<file path="config.mk">
export PLATFORM = sky130hd
export DESIGN_NAME = phy_pwr_seq
export DESIGN_NICKNAME = d
export VERILOG_FILES = /design/src/rtl/phy_seq_pkg.sv /design/src/rtl/phy_rate_band.sv /design/src/rtl/phy_wait_timer.sv /design/src/rtl/phy_pwr_seq.sv
export SDC_FILE = /design/constraint.sdc
export NUM_CORES = 1
export LEC_CHECK = 0
export BUFFER_PORTS_ARGS = -buffer_cell sky130_fd_sc_hd__buf_2
export CAP_MARGIN = 15
export CORE_MARGIN = 2
export CORE_UTILIZATION = 59
export DETAILED_ROUTE_END_ITERATION = 10
export PLACE_DENSITY = 0.87
export SLEW_MARGIN = 15
export SYNTH_ARGS = -nofsm -noshare
export SYNTH_HDL_FRONTEND = slang
export SYNTH_SLANG_ARGS = --single-unit
</file>
<file path="constraint.sdc">
create_clock -name clk -period 9.85 [get_ports clk]
set_input_delay 0.985 -clock clk [delete_from_list [all_inputs] [get_ports clk]]
set_output_delay 0.985 -clock clk [all_outputs]
set_load 0.05 [all_outputs]
</file>
<file path="src/rtl/phy_seq_pkg.sv">
// Package: shared types for the PHY power sequencer.
// Assumes: band codes are decoded downstream by the PHY, so their values are fixed.
package phy_seq_pkg;

    typedef enum logic [1:0] {
        BAND_200 = 2'd0,
        BAND_50  = 2'd1,
        BAND_100 = 2'd2,
        BAND_150 = 2'd3
    } band_e;

    typedef enum logic [2:0] {
        ST_IDLE,
        ST_SETTLE,
        ST_CAL,
        ST_DLL_ON,
        ST_LOCK
    } seq_state_e;

endpackage

</file>
<file path="src/rtl/phy_rate_band.sv">
// Module: classifies a card-clock rate into a DLL band and flags out-of-tolerance rates.
// Assumes: the rate is in Hz and RATE_W is at least 28 so that 260 MHz is representable.
module phy_rate_band
    import phy_seq_pkg::*;
#(
    parameter int unsigned RATE_W = 32
) (
    input  logic [RATE_W-1:0] rate,
    output band_e             band,
    output logic              warn
);
    localparam logic [RATE_W-1:0] F15  = RATE_W'(15_000_000);
    localparam logic [RATE_W-1:0] F50  = RATE_W'(50_000_000);
    localparam logic [RATE_W-1:0] F75  = RATE_W'(75_000_000);
    localparam logic [RATE_W-1:0] F100 = RATE_W'(100_000_000);
    localparam logic [RATE_W-1:0] F125 = RATE_W'(125_000_000);
    localparam logic [RATE_W-1:0] F150 = RATE_W'(150_000_000);
    localparam logic [RATE_W-1:0] F175 = RATE_W'(175_000_000);
    localparam logic [RATE_W-1:0] F200 = RATE_W'(200_000_000);

    logic [RATE_W-1:0] centre;
    logic [RATE_W-1:0] diff;

    // Pick band and centre frequency from the rate thresholds.
    always_comb begin
        if (rate == '0) begin
            band   = BAND_200;
            centre = F200;
        end else if (rate < F75) begin
            band   = BAND_50;
            centre = F50;
        end else if (rate < F125) begin
            band   = BAND_100;
            centre = F100;
        end else if (rate < F175) begin
            band   = BAND_150;
            centre = F150;
        end else begin
            band   = BAND_200;
            centre = F200;
        end
    end

    // Distance from band centre and the resulting tolerance warning.
    always_comb begin
        diff = (rate > centre) ? (rate - centre) : (centre - rate);
        warn = ((rate > F50) && (diff > F15)) || (rate > F200);
    end

endmodule

</file>
<file path="src/rtl/phy_wait_timer.sv">
// Module: cycle counter shared by all timed waits of the sequencer.
// Assumes: the owner pulses clear on every state change; hit marks the cycle
// whose count equals the selected last value.
module phy_wait_timer #(
    parameter int unsigned W = 16
) (
    input  logic         clk,
    input  logic         rst_n,
    input  logic         clear,
    input  logic [W-1:0] last,
    output logic         hit
);
    logic [W-1:0] cnt_q;

    // Count cycles since the last clear.
    always_ff @(posedge clk) begin
        if (!rst_n || clear) begin
            cnt_q <= '0;
        end else begin
            cnt_q <= cnt_q + 1'b1;
        end
    end

    assign hit = (cnt_q == last);

endmodule

</file>
<file path="src/rtl/phy_pwr_seq.sv">
// Module: top of the PHY power sequencer. Handles power-off, settle, calibration
// wait, band apply, DLL enable and lock wait, with bounded waits.
// Assumes: status inputs are already synchronous to clk; requests are only
// honoured while idle.
module phy_pwr_seq
    import phy_seq_pkg::*;
#(
    parameter int unsigned SYS_CLK_HZ = 100_000_000,
    parameter int unsigned SETTLE_US  = 3,
    parameter int unsigned CAL_TMO_US = 50,
    parameter int unsigned DLL_TMO_MS = 50,
    parameter int unsigned RATE_W     = 32
) (
    input  logic              clk,
    input  logic              rst_n,
    input  logic              on_req,
    input  logic              off_req,
    input  logic [RATE_W-1:0] card_rate_hz,
    input  logic              cal_done,
    input  logic              dll_ready,
    output logic              pwr_dn_b,
    output logic              dll_en,
    output logic [1:0]        freq_band,
    output logic              seq_done,
    output logic              seq_err,
    output logic              rate_warn
);
    localparam int unsigned CYC_PER_US = (SYS_CLK_HZ + 999_999) / 1_000_000;
    localparam int unsigned SETTLE_CYC = (CYC_PER_US * SETTLE_US  > 0) ? CYC_PER_US * SETTLE_US  : 1;
    localparam int unsigned CAL_CYC    = (CYC_PER_US * CAL_TMO_US > 0) ? CYC_PER_US * CAL_TMO_US : 1;
    localparam int unsigned DLL_CYC    = (CYC_PER_US * 1000 * DLL_TMO_MS > 0) ?
                                         CYC_PER_US * 1000 * DLL_TMO_MS : 1;
    localparam int unsigned TMR_W      = $clog2(SETTLE_CYC + CAL_CYC + DLL_CYC + 1);

    seq_state_e state_q, state_d;
    logic       pdb_q, pdb_d;
    logic       den_q, den_d;
    band_e      freq_q, freq_d;
    band_e      band_q, band_d;
    logic       zero_q, zero_d;
    logic       warn_q, warn_d;
    logic       done_q, done_d;
    logic       err_q, err_d;

    band_e              band_c;
    logic               warn_c;
    logic [TMR_W-1:0]   tmr_last;
    logic               tmr_hit;
    logic               tmr_clear;

    phy_rate_band #(.RATE_W(RATE_W)) u_band (
        .rate (card_rate_hz),
        .band (band_c),
        .warn (warn_c)
    );

    // Select the terminal count for the wait of the current state.
    always_comb begin
        case (state_q)
            ST_SETTLE: tmr_last = TMR_W'(SETTLE_CYC - 1);
            ST_CAL:    tmr_last = TMR_W'(CAL_CYC - 1);
            default:   tmr_last = TMR_W'(DLL_CYC - 1);
        endcase
    end

    assign tmr_clear = (state_d != state_q);

    phy_wait_timer #(.W(TMR_W)) u_tmr (
        .clk   (clk),
        .rst_n (rst_n),
        .clear (tmr_clear),
        .last  (tmr_last),
        .hit   (tmr_hit)
    );

    // Next-state and output decisions of the sequence.
    always_comb begin
        state_d = state_q;
        pdb_d   = pdb_q;
        den_d   = den_q;
        freq_d  = freq_q;
        band_d  = band_q;
        zero_d  = zero_q;
        warn_d  = warn_q;
        done_d  = 1'b0;
        err_d   = 1'b0;
        case (state_q)
            ST_IDLE: begin
                if (off_req) begin
                    pdb_d  = 1'b0;
                    den_d  = 1'b0;
                    warn_d = 1'b0;
                    done_d = 1'b1;
                end else if (on_req) begin
                    pdb_d   = 1'b0;
                    den_d   = 1'b0;
                    band_d  = band_c;
                    zero_d  = (card_rate_hz == '0);
                    warn_d  = warn_c;
                    state_d = ST_SETTLE;
                end
            end
            ST_SETTLE: begin
                if (tmr_hit) begin
                    pdb_d   = 1'b1;
                    state_d = ST_CAL;
                end
            end
            ST_CAL: begin
                if (cal_done) begin
                    freq_d  = band_q;
                    state_d = ST_DLL_ON;
                end else if (tmr_hit) begin
                    err_d   = 1'b1;
                    state_d = ST_IDLE;
                end
            end
            ST_DLL_ON: begin
                den_d = 1'b1;
                if (zero_q) begin
                    done_d  = 1'b1;
                    state_d = ST_IDLE;
                end else begin
                    state_d = ST_LOCK;
                end
            end
            ST_LOCK: begin
                if (dll_ready) begin
                    done_d  = 1'b1;
                    state_d = ST_IDLE;
                end else if (tmr_hit) begin
                    err_d   = 1'b1;
                    state_d = ST_IDLE;
                end
            end
            default: state_d = ST_IDLE;
        endcase
    end

    // State and output registers.
    always_ff @(posedge clk) begin
        if (!rst_n) begin
            state_q <= ST_IDLE;
            pdb_q   <= 1'b0;
            den_q   <= 1'b0;
            freq_q  <= BAND_200;
            band_q  <= BAND_200;
            zero_q  <= 1'b0;
            warn_q  <= 1'b0;
            done_q  <= 1'b0;
            err_q   <= 1'b0;
        end else begin
            state_q <= state_d;
            pdb_q   <= pdb_d;
            den_q   <= den_d;
            freq_q  <= freq_d;
            band_q  <= band_d;
            zero_q  <= zero_d;
            warn_q  <= warn_d;
            done_q  <= done_d;
            err_q   <= err_d;
        end
    end

    assign pwr_dn_b  = pdb_q;
    assign dll_en    = den_q;
    assign freq_band = freq_q;
    assign seq_done  = done_q;
    assign seq_err   = err_q;
    assign rate_warn = warn_q;

endmodule

</file>
==> summary.md, run 1 <==
| Metric | Value |
|---|---|
| Largest net degree at the start of global routing | `24` |
| Distinct cell type count of the synthesized netlist | `78` |
| Vias per std cell | `6.57` |
| Overall die width | `89.2 um` |
| Critical path arrival | `6.93 ns` |
| Starting density of the core | `0.600` |
| Sum of negative setup slack | `0 ns` |
| Synthesized area divided by synthesized cell count | `7.12 sq um` |
| Final Hold Viols | `0` |
| CP required | `10.06 ns` |
| # diodes | `0` |
| Port Buffer Count | `44` |
| Worst vdd rail ir drop | `0.0000538 V` |
| Post-Synthesis Net Count | `668` |
| Gate family responsible for the most delay along the worst path | `simple AND/OR/NAND/NOR gates` |
| Number of rows in the core area | `31` |
| Filler Cell Count | `656` |
| Post-detailed-placement half-perimeter wirelength | `10.1 mm` |
| Number of antenna violations at the first check in global routing | `0` |
| Congestion Overflow GR | `0` |
| Num CTS Buffers | `5` |
| Final setup slack of the worst path | `3.14 ns` |
| # clock sinks | `36` |
| Number of synthesized register bits | `36` |
| Period utilisation layout | `0.681` |
| Worst clock skew on the final layout | `0.00630 ns` |
| Floorplan die height | `89.2 um` |
| Result of the run | `finished, final reports clean` |
| Number of max-slew violations in the final report | `0` |
| Footprint of the flip-flops and latches | `721 sq um` |
| CTS hold repair buffers | `0` |
| Flip-flop cell with the highest count after synthesis | `sky130_fd_sc_hd__dfxtp_1` |
| Share of final-layout standard cells stronger than drive strength 1 | `0.113` |
| Largest cells by area after synthesis | `sky130_fd_sc_hd__dfxtp_1 17%, sky130_fd_sc_hd__ha_1 8.2%, sky130_fd_sc_hd__nand2_1 5.4%` |
| Routed Antenna Nets | `0` |
| Share of the yosys chip area belonging to registers | `0.168` |
| Total cell area at the placement stage | `4510 sq um` |
| Static leakage power | `1.91 nW` |
| Htree depth | `2` |
| Final setup vio count | `0` |
| Via count of the first global-routing pass | `4,203` |
| Type of the setup path with the least slack | `in -> reg` |
| GRT Overall Usage | `0.335` |
| Worst hold-check path type | `reg -> reg` |
| Clock tree from TritonCTS | `built` |
| Crit-path cells | `buf_2, or3_1, nor2_1, nand3_1, nor3_1, nor4_1, nand2_1, inv_1, ha_1, and3_1, a221oi_1, or2b_1, o211ai_2, nand2_1, and3_1, or4_1, a22o_1, a31o_1, a31oi_1` |
| Area of the mapped netlist | `4280 sq um` |
| Number of instances in the synthesized netlist | `601` |
| Area of the die | `7950 sq um` |
| Dominant cell type by area after synthesis | `sky130_fd_sc_hd__dfxtp_1` |
| Footprint of the multi-input gates | `3320 sq um` |
| Yosys warns | `0` |
| Most frequent standard cell in the layout excluding fill and tap cells | `sky130_fd_sc_hd__nand2_1` |
| Kind of start point of the critical path | `primary input` |
| Vias | `4,773` |
| Time the worst path needs with I/O delays and setup | `6.71 ns` |
| Crit. End Element | `register` |
| Root buffer cell | `sky130_fd_sc_hd__clkbuf_8` |
| Post-cts resize count | `0` |
| Relative slew slack | `0.422` |
| Number of top-level design ports | `45` |
| Pin slew with the least headroom to its limit | `0.860 ns` |
| Number of buffers inserted by post-CTS setup repair | `0` |
| Pwr/cell area | `93.1 nW/um^2` |
| Leading cell types in the layout, fill and taps excluded | `62 x sky130_fd_sc_hd__nand2_1, 58 x sky130_fd_sc_hd__nor2_1, 44 x sky130_fd_sc_hd__buf_2` |
| Later-pin clock latency in the skew report | `0.29 ns` |
| Clock slew seen by the registers of the worst setup and hold paths | `0.07 ns` |
| Number of max-cap violations | `0` |
| Layout-stage area growth over the synthesis result | `8.18%` |
| Proportion of register bits with asynchronous set or reset after synthesis | `0` |
| Buf/Inv on CP | `2` |
| Number of enable flip-flop cells after synthesis | `0` |
| Max Freq | `0.149 GHz` |
| Area fraction of the dominant cell type after synthesis | `0.168` |
| Slowest cell on crit path | `sky130_fd_sc_hd__nor3_1` |
| First-pass iteration count of the detailed router | `5` |
| DRC errors left | `0` |
| Total power | `0.431 mW` |
| Total number of nets in the final design | `693` |
| Max Root-Sink Buffers | `2` |
| Setup slack after placement | `3.10 ns` |
| Total detailed-routing wirelength | `13.0 mm` |
| Final weighted congestion in routability-driven placement | `1.01` |
| Iteration-0 DRC Markers | `474` |
| Design Area, Final | `4630 sq um` |
| Setup repair after global routing missed its margin | `false` |
| First-pass GRT wire length | `20.9 mm` |
| Core Util, Final | `0.649` |
| Core region area | `7140 sq um` |
| Drt wl/cell | `17.9 um` |
| Crit-path max cell delay | `0.53 ns` |
| Highest net fanout along the worst path | `14` |
## routing by layer
metal  part of all wire  track usage
met5                  0            0
met4              0.034        0.114
met3              0.085       0.0628
met2               0.46        0.545
met1               0.42        0.444
## cell usage after synthesis, types with 3 or more instances
cell / instances
sky130_fd_sc_hd__or3_1: 5
sky130_fd_sc_hd__nand2b_1: 4
sky130_fd_sc_hd__a31oi_1: 9
sky130_fd_sc_hd__nor2b_1: 5
sky130_fd_sc_hd__nor3_1: 16
sky130_fd_sc_hd__xor2_1: 26
sky130_fd_sc_hd__nor4_1: 14
sky130_fd_sc_hd__or2_2: 7
sky130_fd_sc_hd__a211oi_1: 8
sky130_fd_sc_hd__nor2_1: 58
sky130_fd_sc_hd__o31ai_1: 4
sky130_fd_sc_hd__o211ai_1: 7
sky130_fd_sc_hd__nand2_1: 62
sky130_fd_sc_hd__o21ai_1: 3
sky130_fd_sc_hd__nor3b_1: 6
sky130_fd_sc_hd__a41oi_1: 3
sky130_fd_sc_hd__and3_1: 10
sky130_fd_sc_hd__xnor2_1: 18
sky130_fd_sc_hd__a31o_2: 5
sky130_fd_sc_hd__a21o_1: 15
sky130_fd_sc_hd__o21bai_1: 3
sky130_fd_sc_hd__a21boi_0: 8
sky130_fd_sc_hd__mux2i_1: 5
sky130_fd_sc_hd__o22ai_1: 3
sky130_fd_sc_hd__a21oi_1: 34
sky130_fd_sc_hd__clkbuf_1: 15
sky130_fd_sc_hd__o21ai_0: 28
sky130_fd_sc_hd__dfxtp_1: 36
sky130_fd_sc_hd__and2_1: 6
sky130_fd_sc_hd__buf_2: 8
sky130_fd_sc_hd__and4_1: 4
sky130_fd_sc_hd__nand4_1: 15
sky130_fd_sc_hd__inv_1: 31
sky130_fd_sc_hd__or4_1: 9
sky130_fd_sc_hd__ha_1: 28
sky130_fd_sc_hd__o21a_1: 3
sky130_fd_sc_hd__nand3_1: 27
## worst min-delay path, delay by kind of cell (launching register included)
kind	cells	cell delay (ns)
flops	1	0.31
compound gates	1	0.05
simple gates	1	0.05
## registers in the layout, summed over array words and instances (netlist names)
name and count:
u_tmr.cnt_q 23, state_q 3, band_q 2, freq_band 2, dll_en 1, pwr_dn_b 1
rate_warn 1, seq_done 1, seq_err 1, zero_q 1
## worst paths after layout
path                    startpoint              end  slack [ns]  cells after the start
hold / removal           band_q[1]        band_q[1]        0.46                      2
setup reg to reg        state_q[0]  u_tmr.cnt_q[17]        6.74                      9
hold reg to reg          band_q[1]        band_q[1]        0.46                      2
setup / recovery  card_rate_hz[29]        rate_warn        3.14                     19
## metrics by stage
stage / hold WS [ns] / cells
2_1_floorplan: 0.435 / 601
3_3_place_gp: 0.447 / 718
3_5_place_dp: 0.449 / 718
4_1_cts: 0.458 / 726
5_1_grt: 0.483 / 726
6_report: 0.458 / 726
## cell families after synthesis
family          share of synthesized area
compound gates                      0.267
xor+xnor                           0.0900
fa+ha+maj                          0.0865
buf+inv                            0.0570
flops                               0.168
mux                                0.0117
simple gates                        0.319
## final cells by class
class / count / area share
Clock inverter: 1 / 0.00648
Sequential cell: 36 / 0.156
Clock buffer: 7 / 0.0208
Inverter: 31 / 0.0251
Multi-Input combinational cell: 507 / 0.716
Tap cell: 99 / 0.0267
Timing Repair Buffer: 45 / 0.0492
## report_power, final
group	internal (mW)	switching [mW]	leakage [nW]
registers	0.148	0.00238	0.291
clock network	0.0893	0.0518	0.0645
logic	0.0510	0.0890	1.56
total	0.288	0.143	1.91
Power figures use the tool's default switching activity.
==> inputs of run 2 (changes only) <==
Settings changed: CORE_UTILIZATION 59 to 55, PLACE_DENSITY 0.87 to 0.85.
Clock period 9.85 ns to 5.7 ns, I/O delays scaled along.
==> summary.md, run 2 (same netlist as run 1, synthesis figures left out) <==
| Metric | Value |
|---|---|
| Layout-stage area growth over the synthesis result | `14.9%` |
| Sum of negative setup slack | `0 ns (unchanged)` |
| Critical Path Start | `card_rate_hz[12]` |
| # diodes | `0 (unchanged)` |
| Max Root-Sink Buffers | `2 (unchanged)` |
| Number of rows in the core area | `32 (+3.2%)` |
| Htree depth | `2 (unchanged)` |
| Clock tree from TritonCTS | `built` |
| Pin slew with the least headroom to its limit | `0.848 ns (-0.0118 ns)` |
| Kind of start point of the critical path | `primary input` |
| Number of flip-flops in the largest register | `23 (unchanged)` |
| Most frequent standard cell in the layout excluding fill and tap cells | `sky130_fd_sc_hd__nand2_1` |
| Drt wl/cell | `17.4 um (-3.0%)` |
| Number of buffers inserted by post-CTS setup repair | `0 (unchanged)` |
| Vias | `4,938 (+3.5%)` |
| Final weighted congestion in routability-driven placement | `1.03 (+2.0%)` |
| Number of antenna violations at the first check in global routing | `0 (unchanged)` |
| Num CTS Buffers | `5 (unchanged)` |
| Gate family responsible for the most delay along the worst path | `simple AND/OR/NAND/NOR gates` |
| # clock sinks | `36 (unchanged)` |
| Relative slew slack | `0.433 (+0.0112)` |
| Overall die width | `92.2 um (+3.4%)` |
| Pwr/cell area | `150 nW/um^2 (+62%)` |
| Most used cell along the critical path | `sky130_fd_sc_hd__or4_1` |
| Worst hold-check path type | `reg -> reg` |
| Slowest cell on crit path | `sky130_fd_sc_hd__or4_1` |
| Post-detailed-placement half-perimeter wirelength | `10.9 mm (+7.9%)` |
| Later-pin clock latency in the skew report | `0.28 ns (about the same)` |
| Core region area | `7650 sq um (+7.2%)` |
| Final setup slack of the worst path | `0.287 ns (-2.85 ns)` |
| Largest net degree at the start of global routing | `24 (unchanged)` |
| Post-cts resize count | `0 (unchanged)` |
| GRT Overall Usage | `0.318 (-0.0165)` |
| Floorplan die height | `92.2 um (+3.4%)` |
| Clock slew seen by the registers of the worst setup and hold paths | `0.07 ns (about the same)` |
| Final setup vio count | `0 (unchanged)` |
| Total number of nets in the final design | `733 (+5.8%)` |
| Area of the die | `8510 sq um (+6.9%)` |
| Setup repair after global routing missed its margin | `false` |
| Congestion Overflow GR | `0 (unchanged)` |
| DRC errors left | `0 (unchanged)` |
| CTS hold repair buffers | `0 (unchanged)` |
| Worst clock skew on the final layout | `0.00585 ns (-0.000449 ns)` |
| Port Buffer Count | `44 (unchanged)` |
| CP required | `5.91 ns (-4.15 ns)` |
| Number of max-slew violations in the final report | `0 (unchanged)` |
| Crit-path max cell delay | `0.55 ns (+0.02 ns)` |
| Routed Antenna Nets | `0 (unchanged)` |
| Crit-path cells | `buf_2, or4_1, nor4_1, or4_1, a41oi_1, o211ai_1, a21oi_1, o21ai_1, o22a_1, inv_1, ha_1, nor4b_4, and4_1, or3b_1, o211ai_2, and2_2, nor3_1, or4_1, a22o_1, a31o_1, a31oi_1` |
| Crit. End Element | `register` |
| Worst vdd rail ir drop | `0.0000833 V (+55%)` |
| Registers with the most flip-flops | `u_tmr.cnt_q (23), state_q (3)` |
| Start of the worst register-to-register path | `state_q[0]` |
| Via count of the first global-routing pass | `4,689 (+12%)` |
| First-pass GRT wire length | `22.0 mm (+5.5%)` |
| Result of the run | `finished, final reports clean` |
| Time the worst path needs with I/O delays and setup | `5.41 ns` |
| Number of top-level design ports | `45 (unchanged)` |
| Root buffer cell | `sky130_fd_sc_hd__clkbuf_8` |
| Buf/Inv on CP | `2 (unchanged)` |
| Vias per std cell | `6.42 (-2.3%)` |
| First-pass iteration count of the detailed router | `5 (unchanged)` |
| Starting density of the core | `0.560 (-0.0400)` |
| Most flop-heavy register | `u_tmr.cnt_q` |
| Iteration-0 DRC Markers | `425 (-10%)` |
| Share of final-layout standard cells stronger than drive strength 1 | `0.165 (+0.0517)` |
| Leading cell types in the layout, fill and taps excluded | `62 x sky130_fd_sc_hd__nand2_1, 58 x sky130_fd_sc_hd__nor2_1, 44 x sky130_fd_sc_hd__buf_2` |
| Critical path arrival | `5.62 ns (-1.31 ns)` |
| Highest net fanout along the worst path | `8 (-6)` |
| Period utilisation layout | `0.950` |
| Setup slack after placement | `0.0439 ns (-3.06 ns)` |
| Critical hold path startpoint | `band_q[1]` |
| Total detailed-routing wirelength | `13.4 mm (+2.8%)` |
| Type of the setup path with the least slack | `in -> reg` |
| Max Freq | `0.185 GHz` |
| Static leakage power | `2.10 nW (+9.7%)` |
| Final Hold Viols | `0 (unchanged)` |
| Number of max-cap violations | `0 (unchanged)` |
-- run 2: report_power, final --
part	switching, mW	internal (mW)	total [mW]
Sequential	0.00387	0.255	0.259
Clock	0.0888	0.130	0.219
Combinational	0.157	0.105	0.262
Total	0.250	0.490	0.740
-- run 2: layout make-up --
type,instances,area (sq um)
Multi-Input combinational cell,507,3320
Fill cell,694,2730
Sequential cell,36,721
Timing Repair Buffer,85,528
Tap cell,102,128
Inverter,31,116
Clock buffer,6,72.6
Clock inverter,2,35.0
-- run 2: metal layers --
metal  routed length (um)  GRT usage
met1                 5580      0.411
met2                 6270      0.535
met3                 1030     0.0279
met4                  479      0.147
met5                    0          0
-- run 2: path summary, 6_finish.rpt --
path,cells past startpoint,end,slack (ns)
min,2,band_q[1],0.46
min reg2reg,2,band_q[1],0.46
max reg2reg,7,u_tmr.cnt_q[12],2.57
max,21,rate_warn,0.29
-- run 2: through the flow --
stage | utilization | hold WS [ns] | cell area [sq um] | cells | total power [mW]
CTS | 0.643 | 0.460 | 4920 | 769 | 0.736
floorplan | - | 0.435 | 4280 | 601 | 0.431
detailed placement | 0.629 | 0.449 | 4810 | 761 | 0.519
global placement | 0.629 | 0.445 | 4810 | 761 | 0.516
finish | 0.643 | 0.457 | 4920 | 769 | 0.740
global route | 0.643 | 0.513 | 4920 | 769 | 0.775
-- run 2: worst register-to-register path, delay by kind of cell (launching register included) --
family | cells | cell delay [ns]
DFF | 1 | 0.48
and+or+nand+nor | 5 | 2.08
AOI/OAI and AO/OA | 2 | 0.50
